==> src/rtl/sup_pkg.sv <==
package sup_pkg;
  typedef enum logic {ST_HOLD = 1'b0, ST_RUN = 1'b1} sup_state_e;
  localparam logic [1:0] WDSEL_LONG  = 2'b00;
  localparam logic [1:0] WDSEL_MID   = 2'b01;
  localparam logic [1:0] WDSEL_SHORT = 2'b10;
  localparam logic [1:0] WDSEL_OFF   = 2'b11;
endpackage

==> src/rtl/sup_kick_edge.sv <==
module sup_kick_edge (
  input  logic clk_i,
  input  logic rst_ni,
  input  logic kick_i,
  output logic kick_rise_o
);
  logic kick_q;
  always_ff @(posedge clk_i or negedge rst_ni) begin
    if (!rst_ni) kick_q <= 1'b0;
    else         kick_q <= kick_i;
  end
  assign kick_rise_o = kick_i & ~kick_q;
endmodule

==> src/rtl/sup_hold.sv <==
module sup_hold #(
  parameter int unsigned HOLD_SHORT = 150,
  parameter int unsigned HOLD_LONG  = 800,
  parameter int unsigned CNT_W      = 10
) (
  input  logic clk_i,
  input  logic rst_ni,
  input  logic supply_ok_i,
  input  logic tick_i,
  input  logic pup_i,
  input  logic wdt_expire_i,
  output logic in_reset_o
);
  import sup_pkg::*;
  localparam logic [CNT_W-1:0] LEN_S = CNT_W'(HOLD_SHORT);
  localparam logic [CNT_W-1:0] LEN_L = CNT_W'(HOLD_LONG);

  sup_state_e       state_q;
  logic [CNT_W-1:0] cnt_q;
  logic [CNT_W-1:0] cnt_inc;
  logic [CNT_W-1:0] len;

  assign len     = pup_i ? LEN_L : LEN_S;
  assign cnt_inc = cnt_q + 1'b1;

  always_ff @(posedge clk_i or negedge rst_ni) begin
    if (!rst_ni) begin
      state_q <= ST_HOLD;
      cnt_q   <= '0;
    end else if (!supply_ok_i) begin
      state_q <= ST_HOLD;
      cnt_q   <= '0;
    end else begin
      unique case (state_q)
        ST_HOLD: if (tick_i) begin
          if (cnt_inc >= len) begin
            state_q <= ST_RUN;
            cnt_q   <= '0;
          end else begin
            cnt_q <= cnt_inc;
          end
        end
        ST_RUN: if (wdt_expire_i) begin
          state_q <= ST_HOLD;
          cnt_q   <= '0;
        end
        default: state_q <= ST_HOLD;
      endcase
    end
  end

  // supply loss forces reset without waiting for an edge
  assign in_reset_o = (state_q == ST_HOLD) | ~supply_ok_i;
endmodule

==> src/rtl/sup_wdt.sv <==
module sup_wdt #(
  parameter int unsigned WDT_LONG  = 800,
  parameter int unsigned WDT_MID   = 400,
  parameter int unsigned WDT_SHORT = 150,
  parameter int unsigned CNT_W     = 10
) (
  input  logic       clk_i,
  input  logic       rst_ni,
  input  logic       run_i,
  input  logic       tick_i,
  input  logic       kick_rise_i,
  input  logic [1:0] wd_sel_i,
  output logic       expire_o
);
  import sup_pkg::*;
  localparam logic [CNT_W-1:0] LIM_L = CNT_W'(WDT_LONG);
  localparam logic [CNT_W-1:0] LIM_M = CNT_W'(WDT_MID);
  localparam logic [CNT_W-1:0] LIM_S = CNT_W'(WDT_SHORT);

  logic [1:0]       sel_q;
  logic [CNT_W-1:0] cnt_q;
  logic [CNT_W-1:0] cnt_inc;
  logic [CNT_W-1:0] limit;
  logic             enabled;
  logic             clear;

  always_comb begin
    unique case (wd_sel_i)
      WDSEL_LONG:  limit = LIM_L;
      WDSEL_MID:   limit = LIM_M;
      WDSEL_SHORT: limit = LIM_S;
      default:     limit = '1;
    endcase
  end

  assign enabled  = (wd_sel_i != WDSEL_OFF);
  assign cnt_inc  = cnt_q + 1'b1;
  assign clear    = ~run_i | kick_rise_i | (wd_sel_i != sel_q) | ~enabled;
  assign expire_o = tick_i & ~clear & (cnt_inc >= limit);

  always_ff @(posedge clk_i or negedge rst_ni) begin
    if (!rst_ni) begin
      sel_q <= WDSEL_OFF;
      cnt_q <= '0;
    end else begin
      sel_q <= wd_sel_i;
      if (clear || expire_o) cnt_q <= '0;
      else if (tick_i)       cnt_q <= cnt_inc;
    end
  end
endmodule

==> src/rtl/sup_reset_wdt.sv <==
module sup_reset_wdt #(
  parameter int unsigned HOLD_SHORT = 150,
  parameter int unsigned HOLD_LONG  = 800,
  parameter int unsigned WDT_LONG   = 800,
  parameter int unsigned WDT_MID    = 400,
  parameter int unsigned WDT_SHORT  = 150
) (
  input  logic       clk_i,
  input  logic       rst_ni,
  input  logic       supply_ok_i,
  input  logic       kick_i,
  input  logic       tick_i,
  input  logic       pup_i,
  input  logic [1:0] wd_sel_i,
  output logic       sys_rst_no
);
  localparam int unsigned HOLD_MAX = (HOLD_SHORT > HOLD_LONG) ? HOLD_SHORT : HOLD_LONG;
  localparam int unsigned WDT_MAX0 = (WDT_LONG > WDT_MID) ? WDT_LONG : WDT_MID;
  localparam int unsigned WDT_MAX  = (WDT_MAX0 > WDT_SHORT) ? WDT_MAX0 : WDT_SHORT;
  localparam int unsigned HOLD_W   = $clog2(HOLD_MAX + 1);
  localparam int unsigned WDT_W    = $clog2(WDT_MAX + 1);

  logic kick_rise;
  logic in_reset;
  logic wdt_expire;

  sup_kick_edge u_edge (
    .clk_i       (clk_i),
    .rst_ni      (rst_ni),
    .kick_i      (kick_i),
    .kick_rise_o (kick_rise)
  );

  sup_hold #(
    .HOLD_SHORT (HOLD_SHORT),
    .HOLD_LONG  (HOLD_LONG),
    .CNT_W      (HOLD_W)
  ) u_hold (
    .clk_i        (clk_i),
    .rst_ni       (rst_ni),
    .supply_ok_i  (supply_ok_i),
    .tick_i       (tick_i),
    .pup_i        (pup_i),
    .wdt_expire_i (wdt_expire),
    .in_reset_o   (in_reset)
  );

  sup_wdt #(
    .WDT_LONG  (WDT_LONG),
    .WDT_MID   (WDT_MID),
    .WDT_SHORT (WDT_SHORT),
    .CNT_W     (WDT_W)
  ) u_wdt (
    .clk_i       (clk_i),
    .rst_ni      (rst_ni),
    .run_i       (~in_reset),
    .tick_i      (tick_i),
    .kick_rise_i (kick_rise),
    .wd_sel_i    (wd_sel_i),
    .expire_o    (wdt_expire)
  );

  assign sys_rst_no = ~in_reset;
endmodule

==> config.mk <==
export PLATFORM = sky130hd
export DESIGN_NAME = sup_reset_wdt
export DESIGN_NICKNAME = d
export VERILOG_FILES = /design/src/rtl/sup_pkg.sv /design/src/rtl/sup_kick_edge.sv /design/src/rtl/sup_hold.sv /design/src/rtl/sup_wdt.sv /design/src/rtl/sup_reset_wdt.sv
export SDC_FILE = /design/constraint.sdc
export NUM_CORES = 1
export LEC_CHECK = 0
export BUFFER_PORTS_ARGS = -buffer_cell sky130_fd_sc_hd__buf_4
export CAP_MARGIN = 20
export CORE_AREA = 2 2 57 59
export DETAILED_ROUTE_END_ITERATION = 7
export DIE_AREA = 0 0 59 61
export GPL_TIMING_DRIVEN = 0
export HOLD_SLACK_MARGIN = 0.1
export PLACE_DENSITY_LB_ADDON = 0.15
export SKIP_LAST_GASP = 1
export SYNTH_ARGS = -nofsm -noshare
export SYNTH_HDL_FRONTEND = slang
export SYNTH_SLANG_ARGS = --single-unit
==> constraint.sdc <==
create_clock -name clk_i -period 3.2 [get_ports clk_i]
set_input_delay 0.16 -clock clk_i [delete_from_list [all_inputs] [get_ports clk_i]]
set_output_delay 0.16 -clock clk_i [all_outputs]
set_load 0.05 [all_outputs]
==> impl_metrics.env <==
export IMPL_fin_cells=232
export IMPL_p_int_uw=409
export IMPL_htreeDepth=1
export IMPL_power_uw=548
export IMPL_critPathTopFamily="simple AND/OR/NAND/NOR gates"
export IMPL_hold_end="u_wdt.cnt_q[5]"
export IMPL_min_path_type="in -> reg"
export IMPL_worst_path_buf_inv=0
export IMPL_clock_sinks=24
export IMPL_p_leak_uw=0.000992
export IMPL_slowest_stage="dfrtp_1"
export IMPL_numCtsBuffers=3
export IMPL_grt_first_pass_wirelength_um=5880
export IMPL_ys_top_cells_by_area="dfrtp_1 (32%), ha_1 (17%), xnor2_1 (5.1%)"
export IMPL_remaining_drc_errors=0
export IMPL_syn_area_sq_mm=0.00172
export IMPL_cp_end_kind="flip-flop"
export IMPL_skew_ns=0.00678
export IMPL_nFillCells=251
export IMPL_cp_required_ns=3.42
export IMPL_hpwl_um=2550
export IMPL_synth_top_cell_by_area="dfrtp_1"
export IMPL_p_sw_share_pct=25.3
export IMPL_power_frac_seq_pct=57.0
export IMPL_area_growth_pct=17.6
export IMPL_hold_violations=0
export IMPL_fmax_mhz=329
export IMPL_grt_pass1_vias=1330
export IMPL_reg2reg_slack_ns=0.16
export IMPL_grt_max_degree=25
export IMPL_syn_mean_instance_area_sq_um=9.73
export IMPL_synth_edf_count=0
export IMPL_cp_data_arrival_time_ns=3.26
export IMPL_vdd_drop_max_mv=0.188
export IMPL_power_density_mw_per_mm2=270
export IMPL_yosys_top_cells_count="ha_1 (23), dfrtp_1 (22), nand3_1 (12)"
export IMPL_ys_warn_count=0
export IMPL_clkSlewWorstSetupHoldPaths_ns=0.14
export IMPL_worstMarginPinSlew_ns=0.530
export IMPL_fin_crit_ns=3.04
export IMPL_antenna_found_initial=0
export IMPL_hold_path_startpoint="tick_i"
export IMPL_dpl_worst_slack_ns=-0.149
export IMPL_ioPinCount=9
export IMPL_relSlewSlack_pct=64.5
export IMPL_drt_first_iter_violations=94
export IMPL_ys_types=41
export IMPL_clockBufferDepth=2
export IMPL_root_buffer="clkbuf_4"
export IMPL_syn_inst=177
export IMPL_cts_tree="yes"
export IMPL_finalSetupViolCount=0
export IMPL_via_per_inst=5.94
export IMPL_routabilityCongestion=0.824
export IMPL_die_w_um=59
export IMPL_whs_path_depth=3
export IMPL_synth_nets=208
export IMPL_synth_ff_type="dfrtp_1"
export IMPL_timing_rr_end="u_hold.cnt_q[5]"
export IMPL_nNetsFinal=231
export IMPL_dieArea_sq_mm=0.00360
export IMPL_fin_crit_sh_pct=94.9
export IMPL_design_core_area_sq_mm=0.00295
export IMPL_async_flop_share_pct=100
export IMPL_avgRoutedWirePerCell_um=15.5
export IMPL_cpPeakStageDelay_ns=0.44
export IMPL_switchingPower_uw=138
export IMPL_finalMaxSlewViolations=0
export IMPL_r2r_start="u_wdt.cnt_q[1]"
export IMPL_crit_chain="and4_1, and4_4, nand3_1, xnor2_1, ha_1, nand4_1, a211oi_2, or3_4, nor2_2, o221a_2, a221o_1"
export IMPL_portBuffers=8
export IMPL_insertion_delay_ns=0.33
export IMPL_track_usage_pct=21.6
export IMPL_drt_pass1_iterations=4
export IMPL_r2r_cells=11
export IMPL_multi_input_area_sq_mm=0.00113
export IMPL_antennaDiodeCount=0
export IMPL_drtAntennaViolNets=0
export IMPL_rows=20
export IMPL_cap_violations=0
export IMPL_synth_most_common_cell="ha_1"
export IMPL_worst_path_max_fanout=10
export IMPL_pwr_share_clk_pct=30.5
export IMPL_dp_cells=218
export IMPL_synth_seq_area_share_pct=35.0
export IMPL_die_height_um=61
export IMPL_power_frac_comb_pct=12.6
export IMPL_regArea_sq_um=606
export IMPL_totalWireLength_um=3590
export IMPL_start_util_pct=58.3
export IMPL_ys_ff_latch=24
export IMPL_layout_setup_ws_ns=0.165
export IMPL_critPathKind="reg -> reg"
export IMPL_cp_start_kind="flip-flop"
export IMPL_layout_drive_gt1_share_pct=21.6
export IMPL_outcome="finished, final reports clean"
export IMPL_num_vias=1377
export IMPL_synth_top_area_share_pct=32.0
export IMPL_setup_tns_ns=0
export IMPL_timing_hold_ws_ns=0.110
export IMPL_overflow=0
worst max-delay path by stage:
| stage | from | end | cells past startpoint |
|---|---|---|---|
| after CTS | u_wdt.cnt_q[0] | u_hold.cnt_q[5] | 13 |
| after floorplan | u_wdt.cnt_q[0] | u_wdt.cnt_q[6] | 13 |
| after global routing | u_wdt.cnt_q[1] | u_hold.cnt_q[5] | 11 |
| after detailed placement | u_wdt.cnt_q[0] | u_wdt.cnt_q[6] | 13 |
| after global placement | u_wdt.cnt_q[0] | u_wdt.cnt_q[6] | 13 |
| final | u_wdt.cnt_q[1] | u_hold.cnt_q[5] | 11 |
stage by stage:
step	area [sq um]	utilization, %
2_1_floorplan	1720	-
3_3_place_gp	1820	61.8
3_5_place_dp	1820	61.8
4_1_cts	1930	65.3
5_1_grt	2030	68.6
6_report	2030	68.6
cells in the final DEF, fill, tap and decap left out, types with 2 or more instances in the layout:
| cell type | n |
|---|---|
| ha_1 | 22 |
| o21ai_0 | 4 |
| dfrtp_2 | 2 |
| a211oi_1 | 3 |
| a22o_1 | 9 |
| nand3_1 | 11 |
| or2_2 | 2 |
| a21oi_1 | 9 |
| a31oi_1 | 3 |
| nor3_4 | 2 |
| nor2_1 | 9 |
| a221o_1 | 2 |
| dlygate4sd3_1 | 5 |
| mux2_2 | 2 |
| inv_1 | 11 |
| a21bo_2 | 2 |
| xnor2_1 | 9 |
| nor3_1 | 2 |
| a21o_1 | 4 |
| nand2b_1 | 2 |
| clkbuf_4 | 3 |
| nand3_2 | 2 |
| buf_4 | 15 |
| dfrtp_1 | 20 |
| dfstp_2 | 2 |
| xor2_1 | 6 |
| nand2_1 | 10 |
power groups by stage:
stage	combinational (uW)	clock [uW]	sequential (uW)
final	68.9	167	312
after global routing	78.9	178	313
after CTS	69.3	166	312
after detailed placement	63.7	0	318
after global placement	59.8	0	318
after floorplan	36.5	0	317
flip-flops by register name (all words and copies together), names as in the netlist:
| register | flops |
|---|---|
| u_wdt.sel_q | 2 |
| u_hold.state_q | 1 |
| u_hold.cnt_q | 10 |
| u_wdt.cnt_q | 10 |
| u_edge.kick_q | 1 |
tightest hold or removal path, stage by stage:
cell and delay [ns]:
buf_4 0.13, nand3_1 0.06, a21oi_1 0.06
per-layer routing:
metal / GRT usage, % / vias up / part of all wire (%)
met5: 0 / - / 0
met4: 7.79 / 0 / 1.6
met3: 1.92 / 7 / 1.3
met2: 40.6 / 10 / 51
met1: 25.7 / 667 / 46
li1: - / 693 / -
cell type report:
class / count / area share, %
clock buffer: 4 / 1.79
multi-input combinational: 139 / 55.7
sequential: 24 / 29.9
tap: 33 / 2.04
buffer: 2 / 0.926
timing repair buffer: 19 / 7.66
inverter: 11 / 2.04
logic make-up (layout without fill, tap and decap cells):
family | after synthesis | count (layout) | synth area share [%]
AOI/OAI and AO/OA | 42 | 42 | 17.9
muxes | 3 | 3 | 1.89
adders and majority gates | 23 | 23 | 16.7
and+or+nand+nor | 55 | 55 | 16.8
DFF | 24 | 24 | 35.0
xor gates and xnor gates | 16 | 16 | 8.13
buffers and inverters | 14 | 36 | 3.63
repair_timing:
action	in CTS	in global routing
pin swaps	0	3
endpoints found under the hold margin	28	0
hold buffers	5	0
endpoints found under the setup margin	18	18
gates resized for setup	5	13
gates cloned	0	0
buffers inserted	0	6
No activity file was read; power rests on OpenSTA's default activity.
